==> config.mk <==
export PLATFORM = sky130hd
export DESIGN_NAME = nan_screen
export DESIGN_NICKNAME = d
export VERILOG_FILES = /design/src/rtl/nanscr_pkg.sv /design/src/rtl/nanscr_classify.sv /design/src/rtl/nanscr_decide.sv /design/src/rtl/nan_screen.sv
export SDC_FILE = /design/constraint.sdc
export NUM_CORES = 1
export LEC_CHECK = 0
export BUFFER_PORTS_ARGS = -buffer_cell sky130_fd_sc_hd__buf_4
export CAP_MARGIN = 20
export CORE_AREA = 5 5 102 104
export CTS_BUF_LIST = sky130_fd_sc_hd__clkbuf_4
export DETAILED_ROUTE_END_ITERATION = 10
export DIE_AREA = 0 0 107 109
export PLACE_DENSITY = 0.57
export SLEW_MARGIN = 10
export SYNTH_ARGS = -nofsm -noshare
export SYNTH_HDL_FRONTEND = slang
export SYNTH_SLANG_ARGS = --single-unit
export TNS_END_PERCENT = 30
==> constraint.sdc <==
create_clock -name clk -period 2.7 [get_ports clk]
set_input_delay 0.54 -clock clk [delete_from_list [all_inputs] [get_ports clk]]
set_output_delay 0.54 -clock clk [all_outputs]
set_load 0.01 [all_outputs]
==> src/rtl/nanscr_pkg.sv <==
package nanscr_pkg;

    localparam int OPND_W = 64;

    typedef enum logic [1:0] {
        OPK_ARITH = 2'd0,
        OPK_XFER  = 2'd1,
        OPK_ABS   = 2'd2,
        OPK_NEG   = 2'd3
    } opk_e;

    typedef enum logic [1:0] {
        VD_PASS  = 2'd0,
        VD_QUIET = 2'd1,
        VD_TRAP  = 2'd2
    } verdict_e;

endpackage

==> src/rtl/nanscr_classify.sv <==
module nanscr_classify #(
    parameter int W      = 64,
    parameter int D_EXP  = 11,
    parameter int D_FRAC = 52,
    parameter int S_EXP  = 8,
    parameter int S_FRAC = 23
) (
    input  logic [W-1:0] opnd,
    input  logic         used,
    input  logic         dbl,
    output logic         is_snan,
    output logic         is_qnan
);
    localparam int D_FMSB = D_FRAC - 1;
    localparam int S_FMSB = S_FRAC - 1;
    localparam int S_SGN  = S_FRAC + S_EXP;
    localparam int D_SGN  = D_FRAC + D_EXP;

    logic [D_EXP-1:0]  d_exp;
    logic [D_FRAC-1:0] d_frac;
    logic [S_EXP-1:0]  s_exp;
    logic [S_FRAC-1:0] s_frac;
    logic              exp_ones;
    logic              frac_nz;
    logic              sig_bit;
    logic              is_nan;
    logic              unused_sign;

    assign d_exp  = opnd[D_FRAC +: D_EXP];
    assign d_frac = opnd[D_FRAC-1:0];
    assign s_exp  = opnd[S_FRAC +: S_EXP];
    assign s_frac = opnd[S_FRAC-1:0];

    // sign bits take no part in classification
    assign unused_sign = ^{opnd[D_SGN], opnd[S_SGN]};

    always_comb begin
        if (dbl) begin
            exp_ones = &d_exp;
            frac_nz  = |d_frac;
            sig_bit  = d_frac[D_FMSB];
        end else begin
            exp_ones = &s_exp;
            frac_nz  = |s_frac;
            sig_bit  = s_frac[S_FMSB];
        end
    end

    assign is_nan  = used && exp_ones && frac_nz;
    assign is_snan = is_nan && sig_bit;
    assign is_qnan = is_nan && !sig_bit;

    // an infinity is never reported as any NaN
    always_comb begin
        if (exp_ones && !frac_nz)
            a_inf_r2: assert (!is_snan && !is_qnan);
    end
endmodule

==> src/rtl/nanscr_decide.sv <==
module nanscr_decide
    import nanscr_pkg::*;
#(
    parameter int              N      = 3,
    parameter int              W      = 64,
    parameter int              S_W    = 32,
    parameter logic [W-1:0]    D_QNAN = 64'h7FF7_FFFF_FFFF_FFFF,
    parameter logic [S_W-1:0]  S_QNAN = 32'h7FBF_FFFF
) (
    input  logic [N-1:0] snan_v,
    input  logic [N-1:0] qnan_v,
    input  logic         dbl,
    input  logic [1:0]   op_kind,
    input  logic         inv_en,
    output logic         ovr_v,
    output logic [W-1:0] ovr_val,
    output logic         inv,
    output logic         we
);
    localparam logic [W-1:0] S_QNAN_EXT = {{(W-S_W){1'b0}}, S_QNAN};

    verdict_e vd;
    logic     any_s;
    logic     any_q;

    assign any_s = |snan_v;
    assign any_q = |qnan_v;

    always_comb begin
        vd = VD_PASS;
        if (opk_e'(op_kind) == OPK_ARITH) begin
            if (any_s)
                vd = inv_en ? VD_TRAP : VD_QUIET;
            else if (any_q)
                vd = VD_QUIET;
        end
    end

    always_comb begin
        ovr_v   = 1'b0;
        ovr_val = '0;
        inv     = 1'b0;
        we      = 1'b1;
        unique case (vd)
            VD_PASS: begin
                ovr_v = 1'b0;
            end
            VD_QUIET: begin
                ovr_v   = 1'b1;
                ovr_val = dbl ? D_QNAN : S_QNAN_EXT;
            end
            VD_TRAP: begin
                inv = 1'b1;
                we  = 1'b0;
            end
            default: begin
                ovr_v = 1'b0;
            end
        endcase
    end

    // a non-arithmetic class never leaves the pass verdict
    always_comb begin
        if (opk_e'(op_kind) != OPK_ARITH)
            a_exempt_r7: assert (!ovr_v && !inv && we);
    end
endmodule

==> src/rtl/nan_screen.sv <==
module nan_screen
    import nanscr_pkg::*;
#(
    parameter int N_OPND  = 3,
    parameter int D_EXP   = 11,
    parameter int D_FRAC  = 52,
    parameter int S_EXP   = 8,
    parameter int S_FRAC  = 23,
    parameter bit REG_OUT = 1'b1
) (
    input  logic                  clk,
    input  logic                  rst_n,
    input  logic [OPND_W-1:0]     opnd_a,
    input  logic [OPND_W-1:0]     opnd_b,
    input  logic [OPND_W-1:0]     opnd_c,
    input  logic [N_OPND-1:0]     opnd_used,
    input  logic                  dbl,
    input  logic [1:0]            op_kind,
    input  logic                  inv_en,
    output logic                  ovr_valid,
    output logic [OPND_W-1:0]     ovr_value,
    output logic                  inv_flag,
    output logic                  wr_en
);
    localparam int S_W = S_EXP + S_FRAC + 1;
    localparam logic [OPND_W-1:0] D_QNAN = 64'h7FF7_FFFF_FFFF_FFFF;
    localparam logic [OPND_W-1:0] S_QNAN = 64'h0000_0000_7FBF_FFFF;

    logic [OPND_W-1:0] opnd_arr [N_OPND];
    logic [N_OPND-1:0] snan_v;
    logic [N_OPND-1:0] qnan_v;
    logic              c_ovr;
    logic [OPND_W-1:0] c_val;
    logic              c_inv;
    logic              c_we;

    assign opnd_arr[0] = opnd_a;
    assign opnd_arr[1] = opnd_b;
    assign opnd_arr[2] = opnd_c;

    for (genvar i = 0; i < N_OPND; i++) begin : g_cls
        nanscr_classify #(
            .W(OPND_W), .D_EXP(D_EXP), .D_FRAC(D_FRAC),
            .S_EXP(S_EXP), .S_FRAC(S_FRAC)
        ) u_cls (
            .opnd    (opnd_arr[i]),
            .used    (opnd_used[i]),
            .dbl     (dbl),
            .is_snan (snan_v[i]),
            .is_qnan (qnan_v[i])
        );
    end

    nanscr_decide #(
        .N(N_OPND), .W(OPND_W), .S_W(S_W),
        .D_QNAN(D_QNAN), .S_QNAN(S_QNAN[S_W-1:0])
    ) u_dec (
        .snan_v  (snan_v),
        .qnan_v  (qnan_v),
        .dbl     (dbl),
        .op_kind (op_kind),
        .inv_en  (inv_en),
        .ovr_v   (c_ovr),
        .ovr_val (c_val),
        .inv     (c_inv),
        .we      (c_we)
    );

    if (REG_OUT) begin : g_reg
        always_ff @(posedge clk) begin
            if (!rst_n) begin
                ovr_valid <= 1'b0;
                ovr_value <= '0;
                inv_flag  <= 1'b0;
                wr_en     <= 1'b0;
            end else begin
                ovr_valid <= c_ovr;
                ovr_value <= c_val;
                inv_flag  <= c_inv;
                wr_en     <= c_we;
            end
        end

        p_trap_nowr_r5: assert property (@(posedge clk) disable iff (!rst_n)
            inv_flag |-> !wr_en);
        p_excl_r4: assert property (@(posedge clk) disable iff (!rst_n)
            !(inv_flag && ovr_valid));
        p_canon_r8: assert property (@(posedge clk) disable iff (!rst_n)
            ovr_valid |-> (ovr_value == D_QNAN || ovr_value == S_QNAN));
        p_zero_r8: assert property (@(posedge clk) disable iff (!rst_n)
            !ovr_valid |-> (ovr_value == '0));
        p_exempt_r7: assert property (@(posedge clk) disable iff (!rst_n)
            (op_kind != 2'd0) |=> (!ovr_valid && !inv_flag && wr_en));
        p_unused_r9: assert property (@(posedge clk) disable iff (!rst_n)
            (opnd_used == '0) |=> (!ovr_valid && !inv_flag));
        p_trap_r5: assert property (@(posedge clk) disable iff (!rst_n)
            (op_kind == 2'd0 && inv_en && (|snan_v)) |=> (inv_flag && !wr_en));
    end else begin : g_comb
        logic unused_clk;
        assign unused_clk = clk ^ rst_n;
        assign ovr_valid  = c_ovr;
        assign ovr_value  = c_val;
        assign inv_flag   = c_inv;
        assign wr_en      = c_we;
    end
endmodule

# Word-level counts from Yosys, hierarchy flattened
# Cells that the tools add are included.
# op_classes
eq_ne,2
n_reduce_logical,31
muxes,17
# ops
operator,n
OR reduction 52 bit,3
OR reduction 23 bit,3
two-way mux 63 bit,1
AND reduction 11 bit,3
AND reduction 8 bit,3
two-way mux 1 bit,13
logical AND 1 bit,12
two-way mux 2 bit,3
OR reduction 3 bit,2
zero test 1 bit,3
"equality test 2 x 1 -> 1 bit, second input constant",1
"equality test 2 bit, second input constant",1
zero test 2 bit,1
AND reduction 2 bit,1
# word_totals
elab_cells,54
output_inout_bits,67
regBits,67
in_bits,201

# Logic depth before layout (Yosys ltp)
# depth
ltp_word,11
depth_mapped,7
mapped_depth_nobuf,6

# Cells and area by module
# From an unflattened synthesis, not the netlist that was laid out.
# unflattened
hier_cells,311
hier_area_um2,2972.9
# by_module_without_submodules
module,cells_per_inst,area_per_inst_um2,seq_area_each_um2,n_inst
nan_screen,141,1816.7,1341.3,1
nanscr_classify,32,202.7,0.0,3
nanscr_decide,74,548.0,0.0,1

# Least setup slack after synthesis
# No wires, ideal clock.
# synth_path
path_type,register -> output
startpoint,register ovr_value[61] (netlist name)
endpoint,output ovr_value[31]
t_arrival_ns,1.077
path_stages_with_launch,2
setup_slack_ns,1.083
t_required_ns,2.160
path_buffers,1
path_cell_list,dfxtp_1 buf_4
# synth_rtl
element,line,rtl
"end, declared",nan_screen.sv:21,"output logic [OPND_W-1:0] ovr_value,"

==> impl_metrics.json <==
{
  "synth-seq-cells": 5,
  "syn_inst": 175,
  "max_stage_delay_ns": 0.88,
  "grt_usage_pct": 11.0,
  "powerDensity_nw_per_um2": 150,
  "cts_max_level": 1,
  "die_h_um": 109,
  "period_share_pct": 70.8,
  "mostFrequentLayoutCell": "buf_4",
  "dr.first_iter.drc_count": 34,
  "intPower_uw": 336,
  "gr-total-overflow": 0,
  "post-route-util_pct": 30.7,
  "die_w_um": 107,
  "highest_layer": "met4",
  "ys_seq_area_share_pct": 8.07,
  "grt_max_degree": 33,
  "drc": 0,
  "setup_viol": 0,
  "p_sw_share_pct": 22.6,
  "cts_sinks": 5,
  "path_buf_inv": 1,
  "yosysWarnings": 0,
  "slew_headroom_pct": 41.6,
  "layout_common_cells": "262 x buf_4, 36 x nor4_1, 14 x nand4_1",
  "die_area_um2": 11700,
  "grt_pass1_vias": 2188,
  "clockBufferDepth": 2,
  "synth_top_area_share_pct": 37.5,
  "cts_buffers": 3,
  "io_pins": 268,
  "tns_ns": 0,
  "leakagePower_nw": 1.49,
  "antenna_found_initial": 0,
  "n_fill_cell": 1006,
  "cp_cell_sequence": "buf_4",
  "path_delay_family": "flip-flops",
  "holdWs_ns": 0.546,
  "start_util_pct": 13.1,
  "p_switching_uw": 98.3,
  "clockRootBuffer": "clkbuf_4",
  "nets": 581,
  "via_count": 2069,
  "route.met2.wl_um": 4020,
  "via_per_inst": 4.20,
  "core_area_um2": 9460,
  "cts_resized": 0,
  "end_kind": "output port",
  "ctsHoldBuffers": 0,
  "grt_pass1_wl_um": 10200,
  "diodes": 0,
  "drt_first_pass_iters": 4,
  "crit_required_ns": 2.16,
  "met1_length_um": 2640,
  "port_buffers": 262,
  "critPathKind": "reg -> out",
  "clkSlewWorstSetupHoldPaths_ns": 0.04,
  "hp-class": "in -> reg",
  "slew_viol_final": 0,
  "synth_top_cell_by_area": "buf_4",
  "cp-start-kind": "flop",
  "status": "finished, final reports clean",
  "power_frac_seq_pct": 17.3,
  "fin_ws_ns": 0.787,
  "wl_met3_um": 640,
  "dp.cells": 489,
  "cp_max_fo": 32,
  "rows": 36,
  "tightest_slew_ns": 0.875,
  "layout.cells.non_filler": 493,
  "cts_tree": "done",
  "pre_cts_ws_ns": 0.513,
  "combPwrFrac_pct": 61.6,
  "synthTopCellsByArea": "buf_4 38%, nor4_1 18%, dfxtp_1 8.1%",
  "startpoint": "ovr_value[61]$_SDFF_PN0_",
  "multiInputGateArea_um2": 659,
  "final-seq-area_um2": 100,
  "min_from": "rst_n",
  "min_period_ns": 1.91,
  "postRouteAntennaNets": 0,
  "wl_per_cell_um": 14.8,
  "gpl.final_weighted_congestion": 0.881,
  "p_clk_share_pct": 21.1,
  "synth_area_per_cell_um2": 7.09,
  "drive_above_1_share_pct": 71.5,
  "drv_cap": 0,
  "place_hpwl_um": 7000,
  "final_hold_viol_count": 0,
  "ys_types": 29,
  "arrival_ns": 1.37,
  "timing.fmax_mhz": 523,
  "routed_wl_um": 7320,
  "crit_slowest_cell": "dfxtp_1",
  "post_cts_buffers": 0,
  "synth_area_um2": 1240,
  "grt_setup_unrepaired": "false",
  "area_growth_pct": 134,
  "vdd_drop_max_uv": 59.1
}
[per-stage QoR]
stage | cell area (µm²) | total power, mW
6_report | 2910 | 0.435
5_1_grt | 2910 | 0.469
4_1_cts | 2910 | 0.442
3_5_place_dp | 2880 | 0.346
3_3_place_gp | 2880 | 0.343
2_1_floorplan | 1240 | 0.111
[synthesized netlist by cell type]
cell       n
dfxtp_1    5
nand3_1    3
a41oi_1    2
a41o_1     1
nor3_1     9
conb_1     1
buf_6      1
inv_1      2
nor4_1    36
o22ai_1    1
buf_4     62
nor2b_1    1
nor4_2     1
nand4_2    1
a21oi_1    4
mux2i_1    1
nor2_1     7
nand4_1   14
o31a_1     1
and4_1     3
o221ai_1   1
nand4b_1   3
and2b_2    1
a211o_1    1
a211oi_2   1
o21ai_0    3
and2_2     1
nor4b_1    1
nand2_1    7
[state kept, by name, indices dropped and copies added (netlist names)]
| register | flops |
|---|---|
| ovr_value | 2 |
| inv_flag | 1 |
| ovr_valid | 1 |
| wr_en | 1 |
[power by group through the flow]
stage / clock (mW) / combinational [mW] / sequential [mW]
after floorplan: 0 / 0.0337 / 0.0769
after global routing: 0.103 / 0.291 / 0.0752
after global placement: 0 / 0.266 / 0.0765
final: 0.0917 / 0.268 / 0.0753
after detailed placement: 0 / 0.270 / 0.0766
after CTS: 0.0968 / 0.270 / 0.0753
[metal layers]
metal  track usage (%)  up-vias
met5                 0        -
met4              1.64        0
met3              2.13        2
met2              21.7      131
met1              12.5      913
li1                  -     1023
[final timing paths]
path	end	slack, ns	cells past startpoint
worst max-delay path	ovr_value[55]	0.79	1
worst min-delay path	wr_en$_SDFF_PN0_	0.55	2
[layout make-up]
class / count / area share, %
Multi-Input combinational cell: 106 / 22.7
Sequential cell: 5 / 3.44
Inverter: 2 / 0.258
Timing Repair Buffer: 262 / 67.7
Clock buffer: 4 / 1.03
Tap cell: 114 / 4.91
[kinds of logic (layout without fill, tap and decap cells)]
kind of cell           after synthesis  count (layout)  synth area share [%]
multiplexers                         1               1                 0.807
other                                1               2                 0.302
flip-flops                           5               5                  8.07
AO/OA/AOI/OAI                       15              15                  8.68
buffers and inverters               65             268                  39.1
AND/OR/NAND/NOR                     88              88                  43.1
(Power assumes the default switching activity.)
